File: config.mk
export PLATFORM = sky130hd
export DESIGN_NAME = eq_coef_loader
export DESIGN_NICKNAME = d
export VERILOG_FILES = /design/src/rtl/eq_coef_pkg.sv /design/src/rtl/eq_host_regs.sv /design/src/rtl/eq_slot_seq.sv /design/src/rtl/eq_coef_banks.sv /design/src/rtl/eq_coef_loader.sv
export SDC_FILE = /design/constraint.sdc
export NUM_CORES = 2
export LEC_CHECK = 0
export BUFFER_PORTS_ARGS = -buffer_cell sky130_fd_sc_hd__buf_2
export CAP_MARGIN = 20
export CORE_UTILIZATION = 45
export DETAILED_ROUTE_END_ITERATION = 6
export SYNTH_ARGS = -nofsm -noshare
export SYNTH_HDL_FRONTEND = slang
export SYNTH_SLANG_ARGS = --single-unit
File: constraint.sdc
create_clock -name clk -period 7.58 [get_ports clk]
set_clock_uncertainty 0.2 [all_clocks]
set_input_delay 1.516 -clock clk [delete_from_list [all_inputs] [get_ports clk]]
set_output_delay 1.516 -clock clk [all_outputs]
set_load 0.01 [all_outputs]
File: src/rtl/eq_coef_pkg.sv
package eq_coef_pkg;

  localparam int unsigned NUM_BIQUADS  = 3;
  localparam int unsigned COEFS_PER_BQ = 5;
  localparam int unsigned NUM_SLOTS    = NUM_BIQUADS * COEFS_PER_BQ;
  localparam int unsigned SLOT_W       = $clog2(NUM_SLOTS + 1);
  localparam int unsigned COEF_W       = 32;
  localparam int unsigned BYTE_W       = 8;
  localparam int unsigned LANES        = COEF_W / BYTE_W;
  localparam int unsigned LANE_W       = $clog2(LANES);
  localparam int unsigned ADDR_W       = 8;

  // Register map (lane addresses must stay contiguous and in lane order)
  localparam logic [ADDR_W-1:0] REG_STATUS    = 8'h00;
  localparam logic [ADDR_W-1:0] REG_RUN       = 8'h01;
  localparam logic [ADDR_W-1:0] REG_ACCESS    = 8'h02;
  localparam logic [ADDR_W-1:0] REG_LANE_BASE = 8'h04;

  // 1.0 in S1.30
  localparam logic [COEF_W-1:0] UNITY = 32'h4000_0000;

  typedef enum logic [2:0] {
    CK_B0 = 3'd0,
    CK_B1 = 3'd1,
    CK_A1 = 3'd2,
    CK_A2 = 3'd3,
    CK_B2 = 3'd4
  } coef_kind_e;

  function automatic logic [COEF_W-1:0] pass_through_value(input int unsigned slot);
    coef_kind_e kind;
    kind = coef_kind_e'(3'(slot % COEFS_PER_BQ));
    return (kind == CK_B0) ? UNITY : '0;
  endfunction

endpackage

File: src/rtl/eq_host_regs.sv
module eq_host_regs
  import eq_coef_pkg::*;
#(
  parameter int unsigned AW          = ADDR_W,
  parameter int unsigned BW          = BYTE_W,
  parameter int unsigned CW          = COEF_W,
  parameter int unsigned NL          = LANES,
  parameter int unsigned INIT_CYCLES = 16,
  localparam int unsigned LW         = $clog2(NL)
) (
  input  logic          clk,
  input  logic          rst_n,
  input  logic          pwr_up,
  input  logic          host_we,
  input  logic          host_re,
  input  logic [AW-1:0] host_addr,
  input  logic [1:0]    ctl_bits,
  input  logic [CW-1:0] rd_word,
  output logic          init_done,
  output logic          start_q,
  output logic          wr_ena_q,
  output logic          rd_ena_q,
  output logic [LW-1:0] lane_sel,
  output logic          lane_wr,
  output logic          lane_rd_last,
  output logic          idx_clear,
  output logic          start_rise,
  output logic [BW-1:0] host_rdata
);

  localparam int unsigned INIT_W = $clog2(INIT_CYCLES + 1);

  logic [INIT_W-1:0] init_cnt_q, init_cnt_d;
  logic              start_d, wr_ena_d, rd_ena_d;
  logic [BW-1:0]     rdata_d;
  logic [AW-1:0]     lane_off;
  logic              lane_hit;
  logic              acc_ok, wr_ok, rd_ok;
  logic              run_wr, acc_wr;
  logic [BW-1:0]     rd_byte;

  // Address decode
  assign lane_off = host_addr - AW'(REG_LANE_BASE);
  assign lane_hit = (host_addr >= AW'(REG_LANE_BASE)) && (lane_off < AW'(NL));
  assign lane_sel = lane_off[LW-1:0];
  assign run_wr   = host_we && (host_addr == AW'(REG_RUN));
  assign acc_wr   = host_we && (host_addr == AW'(REG_ACCESS));

  // Access gating
  assign init_done = (init_cnt_q == INIT_W'(INIT_CYCLES));
  assign acc_ok    = init_done && !start_q;
  assign wr_ok     = acc_ok && wr_ena_q;
  assign rd_ok     = acc_ok && rd_ena_q;

  assign lane_wr      = host_we && lane_hit && wr_ok;
  assign lane_rd_last = host_re && !host_we && lane_hit && rd_ok && (lane_sel == LW'(NL - 1));
  assign start_rise   = run_wr && ctl_bits[0] && !start_q;
  assign idx_clear    = (run_wr && !ctl_bits[0] && start_q) ||
                        (acc_wr && ((ctl_bits[0] && !wr_ena_q) || (ctl_bits[1] && !rd_ena_q)));

  assign rd_byte = rd_word[lane_sel*BW +: BW];

  // Initialization timer
  always_comb begin
    init_cnt_d = init_cnt_q;
    if (!pwr_up) begin
      init_cnt_d = '0;
    end else if (!init_done) begin
      init_cnt_d = init_cnt_q + INIT_W'(1);
    end
  end

  // Control register next state
  always_comb begin
    start_d  = start_q;
    wr_ena_d = wr_ena_q;
    rd_ena_d = rd_ena_q;
    if (run_wr) begin
      start_d = ctl_bits[0];
    end
    if (acc_wr) begin
      wr_ena_d = ctl_bits[0];
      rd_ena_d = ctl_bits[1];
    end
  end

  // Read data mux
  always_comb begin
    rdata_d = host_rdata;
    if (host_re) begin
      if (host_addr == AW'(REG_STATUS)) begin
        rdata_d = {{(BW-1){1'b0}}, init_done};
      end else if (host_addr == AW'(REG_RUN)) begin
        rdata_d = {{(BW-1){1'b0}}, start_q};
      end else if (host_addr == AW'(REG_ACCESS)) begin
        rdata_d = {{(BW-2){1'b0}}, rd_ena_q, wr_ena_q};
      end else if (lane_hit) begin
        rdata_d = rd_ok ? rd_byte : '0;
      end else begin
        rdata_d = '0;
      end
    end
  end

  always_ff @(posedge clk or negedge rst_n) begin
    if (!rst_n) begin
      init_cnt_q <= '0;
      start_q    <= 1'b0;
      wr_ena_q   <= 1'b0;
      rd_ena_q   <= 1'b0;
      host_rdata <= '0;
    end else begin
      init_cnt_q <= init_cnt_d;
      start_q    <= start_d;
      wr_ena_q   <= wr_ena_d;
      rd_ena_q   <= rd_ena_d;
      host_rdata <= rdata_d;
    end
  end

endmodule

File: src/rtl/eq_slot_seq.sv
module eq_slot_seq
  import eq_coef_pkg::*;
#(
  parameter int unsigned NS = NUM_SLOTS,
  parameter int unsigned SW = SLOT_W,
  parameter int unsigned BW = BYTE_W,
  parameter int unsigned CW = COEF_W,
  parameter int unsigned NL = LANES,
  localparam int unsigned LW = $clog2(NL)
) (
  input  logic          clk,
  input  logic          rst_n,
  input  logic          lane_wr,
  input  logic [LW-1:0] lane_sel,
  input  logic [BW-1:0] lane_data,
  input  logic          rd_adv,
  input  logic          idx_clear,
  input  logic          start_rise,
  output logic [SW-1:0] slot_q,
  output logic [LW-1:0] bpos_q,
  output logic          commit,
  output logic [CW-1:0] commit_word,
  output logic          copy
);

  localparam int unsigned CNT_W = $clog2(NS + 1);
  localparam int unsigned ASM_W = CW - BW;

  logic [SW-1:0]    slot_d, slot_inc;
  logic [LW-1:0]    bpos_d;
  logic [ASM_W-1:0] asm_q, asm_d;
  logic [CNT_W-1:0] cnt_q, cnt_d;
  logic             accept, full;

  assign accept      = lane_wr && (lane_sel == bpos_q);
  assign commit      = accept && (bpos_q == LW'(NL - 1));
  assign commit_word = {lane_data, asm_q};
  assign full        = (cnt_q == CNT_W'(NS));
  assign copy        = start_rise && full;
  assign slot_inc    = (slot_q == SW'(NS - 1)) ? '0 : slot_q + SW'(1);

  always_comb begin
    slot_d = slot_q;
    bpos_d = bpos_q;
    asm_d  = asm_q;
    cnt_d  = cnt_q;
    if (idx_clear) begin
      slot_d = '0;
      bpos_d = '0;
      cnt_d  = '0;
    end else begin
      if (accept) begin
        bpos_d = commit ? '0 : bpos_q + LW'(1);
        for (int l = 0; l < int'(NL) - 1; l++) begin
          if (bpos_q == LW'(l)) begin
            asm_d[l*BW +: BW] = lane_data;
          end
        end
      end
      if (commit) begin
        slot_d = slot_inc;
        if (!full) begin
          cnt_d = cnt_q + CNT_W'(1);
        end
      end else if (rd_adv) begin
        slot_d = slot_inc;
        cnt_d  = '0;
      end
      if (copy) begin
        cnt_d = '0;
      end
    end
  end

  always_ff @(posedge clk or negedge rst_n) begin
    if (!rst_n) begin
      slot_q <= '0;
      bpos_q <= '0;
      asm_q  <= '0;
      cnt_q  <= '0;
    end else begin
      slot_q <= slot_d;
      bpos_q <= bpos_d;
      asm_q  <= asm_d;
      cnt_q  <= cnt_d;
    end
  end

endmodule

File: src/rtl/eq_coef_banks.sv
module eq_coef_banks
  import eq_coef_pkg::*;
#(
  parameter int unsigned NS = NUM_SLOTS,
  parameter int unsigned SW = SLOT_W,
  parameter int unsigned CW = COEF_W
) (
  input  logic             clk,
  input  logic             rst_n,
  input  logic             commit,
  input  logic [SW-1:0]    commit_slot,
  input  logic [CW-1:0]    commit_word,
  input  logic             copy,
  input  logic [SW-1:0]    rd_slot,
  input  logic [SW-1:0]    flt_idx,
  output logic [CW-1:0]    rd_word,
  output logic [CW-1:0]    flt_coef,
  output logic [NS*CW-1:0] shadow_flat,
  output logic [NS*CW-1:0] active_flat
);

  for (genvar g = 0; g < int'(NS); g++) begin : g_slot
    localparam logic [CW-1:0] RST_VAL = CW'(pass_through_value(g));
    logic [CW-1:0] sh_q, sh_d, ac_q, ac_d;

    always_comb begin
      sh_d = sh_q;
      if (commit && (commit_slot == SW'(g))) begin
        sh_d = commit_word;
      end
    end

    always_comb begin
      ac_d = ac_q;
      if (copy) begin
        ac_d = sh_q;
      end
    end

    always_ff @(posedge clk or negedge rst_n) begin
      if (!rst_n) begin
        sh_q <= RST_VAL;
        ac_q <= RST_VAL;
      end else begin
        sh_q <= sh_d;
        ac_q <= ac_d;
      end
    end

    assign shadow_flat[g*CW +: CW] = sh_q;
    assign active_flat[g*CW +: CW] = ac_q;
  end

  always_comb begin
    rd_word  = '0;
    flt_coef = '0;
    for (int i = 0; i < int'(NS); i++) begin
      if (rd_slot == SW'(i)) begin
        rd_word = shadow_flat[i*CW +: CW];
      end
      if (flt_idx == SW'(i)) begin
        flt_coef = active_flat[i*CW +: CW];
      end
    end
  end

endmodule

File: src/rtl/eq_coef_loader.sv
module eq_coef_loader
  import eq_coef_pkg::*;
#(
  parameter int unsigned INIT_CYCLES = 16
) (
  input  logic              clk,
  input  logic              rst_n,
  input  logic              pwr_up,
  input  logic              host_we,
  input  logic              host_re,
  input  logic [ADDR_W-1:0] host_addr,
  input  logic [BYTE_W-1:0] host_wdata,
  output logic [BYTE_W-1:0] host_rdata,
  input  logic [SLOT_W-1:0] flt_idx,
  output logic [COEF_W-1:0] flt_coef
);

  logic                        init_done, start_q, wr_ena_q, rd_ena_q;
  logic [LANE_W-1:0]           lane_sel, bpos_q;
  logic                        lane_wr, lane_rd_last, idx_clear, start_rise;
  logic [SLOT_W-1:0]           slot_q;
  logic                        commit, copy;
  logic [COEF_W-1:0]           commit_word, rd_word;
  logic [NUM_SLOTS*COEF_W-1:0] shadow_flat, active_flat;

  eq_host_regs #(
    .AW(ADDR_W), .BW(BYTE_W), .CW(COEF_W), .NL(LANES), .INIT_CYCLES(INIT_CYCLES)
  ) u_regs (
    .clk          (clk),
    .rst_n        (rst_n),
    .pwr_up       (pwr_up),
    .host_we      (host_we),
    .host_re      (host_re),
    .host_addr    (host_addr),
    .ctl_bits     (host_wdata[1:0]),
    .rd_word      (rd_word),
    .init_done    (init_done),
    .start_q      (start_q),
    .wr_ena_q     (wr_ena_q),
    .rd_ena_q     (rd_ena_q),
    .lane_sel     (lane_sel),
    .lane_wr      (lane_wr),
    .lane_rd_last (lane_rd_last),
    .idx_clear    (idx_clear),
    .start_rise   (start_rise),
    .host_rdata   (host_rdata)
  );

  eq_slot_seq #(
    .NS(NUM_SLOTS), .SW(SLOT_W), .BW(BYTE_W), .CW(COEF_W), .NL(LANES)
  ) u_seq (
    .clk         (clk),
    .rst_n       (rst_n),
    .lane_wr     (lane_wr),
    .lane_sel    (lane_sel),
    .lane_data   (host_wdata),
    .rd_adv      (lane_rd_last),
    .idx_clear   (idx_clear),
    .start_rise  (start_rise),
    .slot_q      (slot_q),
    .bpos_q      (bpos_q),
    .commit      (commit),
    .commit_word (commit_word),
    .copy        (copy)
  );

  eq_coef_banks #(
    .NS(NUM_SLOTS), .SW(SLOT_W), .CW(COEF_W)
  ) u_banks (
    .clk         (clk),
    .rst_n       (rst_n),
    .commit      (commit),
    .commit_slot (slot_q),
    .commit_word (commit_word),
    .copy        (copy),
    .rd_slot     (slot_q),
    .flt_idx     (flt_idx),
    .rd_word     (rd_word),
    .flt_coef    (flt_coef),
    .shadow_flat (shadow_flat),
    .active_flat (active_flat)
  );

endmodule

==> reports/qor.txt <==
Seq/Total Area, Yosys - 0.531
CTS tree - yes
prevailing post-synth register cell - dfrtp_1
IO Port Bufs - 64
Placed Area - 49200 µm²
Critical Path Start Type - primary input
hold crit path type - flip-flop to flip-flop
setup TNS - 0 ps
Final Setup Violations - 0
critical path peak fanout - 39
die height - 327 µm
distinct cell type count after synthesis - 89
DRT antenna net count - 0
worst-path cell chain - buf_6, buf_12, nor2_1, buf_4, nand2_1, buf_4, o221ai_1, o21ai_0, buf_4, buf_2
count leader, synth - nand2_1
Setup crit end kind - output pin
placed wire-length estimate - 122000 µm
final WL - 192000 µm
DR DRC count - 0
All-Layer GR Usage - 0.356
# H-tree levels - 3
Synth Area per Inst - 10.1 µm²
1st-pass router iterations - 7
ys async rst share - 1.00
Gate Count Post-Synth - 4718
final hold violations - 0
per-cell routed wire length - 31.2 µm
CTS buffer count - 106
max incr delay on CP - 680 ps
number of synthesized register bits - 1010
largest net degree at the start of global routing - 216
DR top layer - met5
cts hold-fix bufs - 0
Net Count, Synth - 4750
GRT overflow - 0
top cells by count, synth - nand2_1 (1588), dfrtp_1 (1004), mux2_2 (516), o21ai_0 (213), clkbuf_1 (202)
Starting Density - 0.456
MaxCap Viol Count - 0
Final period util - 0.862
met3 wire len - 20800 µm
Synth warnings - 0
fin area - 52900 µm²
Die Wd - 327 µm
Setup CP Type - primary input to output pin
setup bufs post-CTS - 0
ratio of cells with drive above 1 in the final layout - 0.205
Boundary Pins - 65
top cells by area, synth - dfrtp_1 (53%), nand2_1 (13%), mux2_2 (12%)
non-filler cells in the finished layout - 6141
clk slew on worst S/H paths - 60 ps
DR iter-0 viols - 5359
Post-Route M1 WL - 76800 µm
P&R area growth vs syn - 11.1%
EDFF count, synth - 0
Rel. slew slack - 0.164
met2 WL - 80700 µm
dpl cells - 5939
Max clock buf depth - 3
Final #Nets - 4700
post-synth design cell area - 47600 µm²
Power Dens Cells - 214 nW/µm²
Peak supply drop - 0.000277 V
Max Freq - 0.153 GHz
antenna violations before repair - 14
Worst Path Arrival - 4820 ps
Placeable Area - 104000 µm²
CTS resizes - 0
count of clock tree sinks - 1010
Final Slew Violations - 0
Crit path top cell by count - buf_4
LEAKAGE - 26.3 nW
vias in the first global route - 36700
routed vias - 38500
status - completed
row count - 118
die area - 107000 µm²
WP data required - 5860 ps
slowest library cell on the worst path - nand2_1
Clock Tree Root - clkbuf_16
Min Clock Period, post-route - 6530 ps
cell accounting for the most synthesized area - dfrtp_1
later-pin clock latency in the skew report - 720 ps
final core utilization - 0.507
RSZ-0062 raised after global routing - false
worst slew pin tran - 1250 ps
first-pass GRT wire length - 273000 µm
Synth top area share - 0.528
gp weighted congestion - 1.01
Via density - 6.27
## worst paths after layout
check	from	endpoint	slack, ps	cells after the start
max in group asynchronous	rst_n	u_banks.g_slot[13].sh_q[7]	4890	2
hold reg to reg	u_banks.g_slot[7].ac_q[19]	u_banks.g_slot[7].ac_q[19]	260	2
min in group asynchronous	rst_n	u_banks.g_slot[1].sh_q[6]	740	1
setup / recovery	flt_idx[0]	flt_coef[9]	1050	10
hold / removal	u_banks.g_slot[7].ac_q[19]	u_banks.g_slot[7].ac_q[19]	260	2
setup reg to reg	u_regs.init_cnt_q[0]	u_banks.g_slot[2].sh_q[21]	2840	9
## worst max-delay path: cells and delay by family
family | cells | cell delay [ps]
buffers and inverters | 6 | 1720
AO/OA/AOI/OAI | 2 | 700
AND/OR/NAND/NOR | 2 | 740
## cell usage in the layout, fill, tap and decap left out, drive strengths merged, types with 44 or more instances in the layout
master | synthesis | final
mux2 | 542 | 542
nor2 | 104 | 104
clkbuf | 203 | 151
a21oi | 129 | 129
mux2i | 75 | 75
dfrtp | 1004 | 1004
nand2 | 1594 | 1594
o21ai | 214 | 214
a22oi | 49 | 49
a22o | 44 | 44
buf | 155 | 200
o22ai | 85 | 85
## state kept, by name, indices dropped and copies added (netlist names), 2 cells and up
register / cells
u_banks.g_slot.ac_q: 480
u_banks.g_slot.sh_q: 480
u_seq.asm_q: 24
u_regs.host_rdata: 8
u_regs.init_cnt_q: 5
u_seq.cnt_q: 4
u_seq.slot_q: 4
u_seq.bpos_q: 2
## through the flow
stage / hold slack [ps] / setup slack (ps) / total power [mW]
after floorplan: 230 / 2490 / 5.64
after global placement: 245 / 1160 / 5.93
after detailed placement: 250 / 1210 / 5.93
after CTS: 261 / 1190 / 11.3
after global routing: 275 / 1020 / 11.6
final: 261 / 1050 / 11.3
## where the power goes
group | leakage, nW | total, mW | switching, mW | internal (mW)
Combinational | 10.5 | 0.449 | 0.350 | 0.0984
Clock | 1.76 | 5.46 | 2.30 | 3.16
Sequential | 14.0 | 5.40 | 0.00293 | 5.39
Total | 26.3 | 11.3 | 2.66 | 8.65
## per-layer routing
| metal | track usage | vias up |
|---|---|---|
| met4 | 0.217 | 14 |
| met2 | 0.507 | 2220 |
| met1 | 0.483 | 19600 |
| met5 | 0 | - |
| li1 | - | 16100 |
| met3 | 0.0988 | 575 |
## cell families (layout without fill, tap and decap cells)
kind of cell               count (synthesis)  in the layout  share of synthesized area
AOI/OAI and AO/OA                        772            772                      0.108
xor gates and xnor gates                   8              8                    0.00147
adders and majority gates                  7              7                    0.00184
buffers and inverters                    389            427                     0.0403
DFF                                     1010           1010                      0.531
muxes                                    638            638                      0.155
other                                      0              5                          0
and+or+nand+nor                         1894           1894                      0.163
## cell type report
type	count	area (µm²)
tap	1380	1730
clock inverter	45	577
antenna	5	12.5
inverter	31	116
timing repair buffer	200	1640
multi-input combinational	3319	20500
sequential	1010	25300
clock buffer	151	3020
fill	9651	51400
Power figures use the tool's default switching activity.
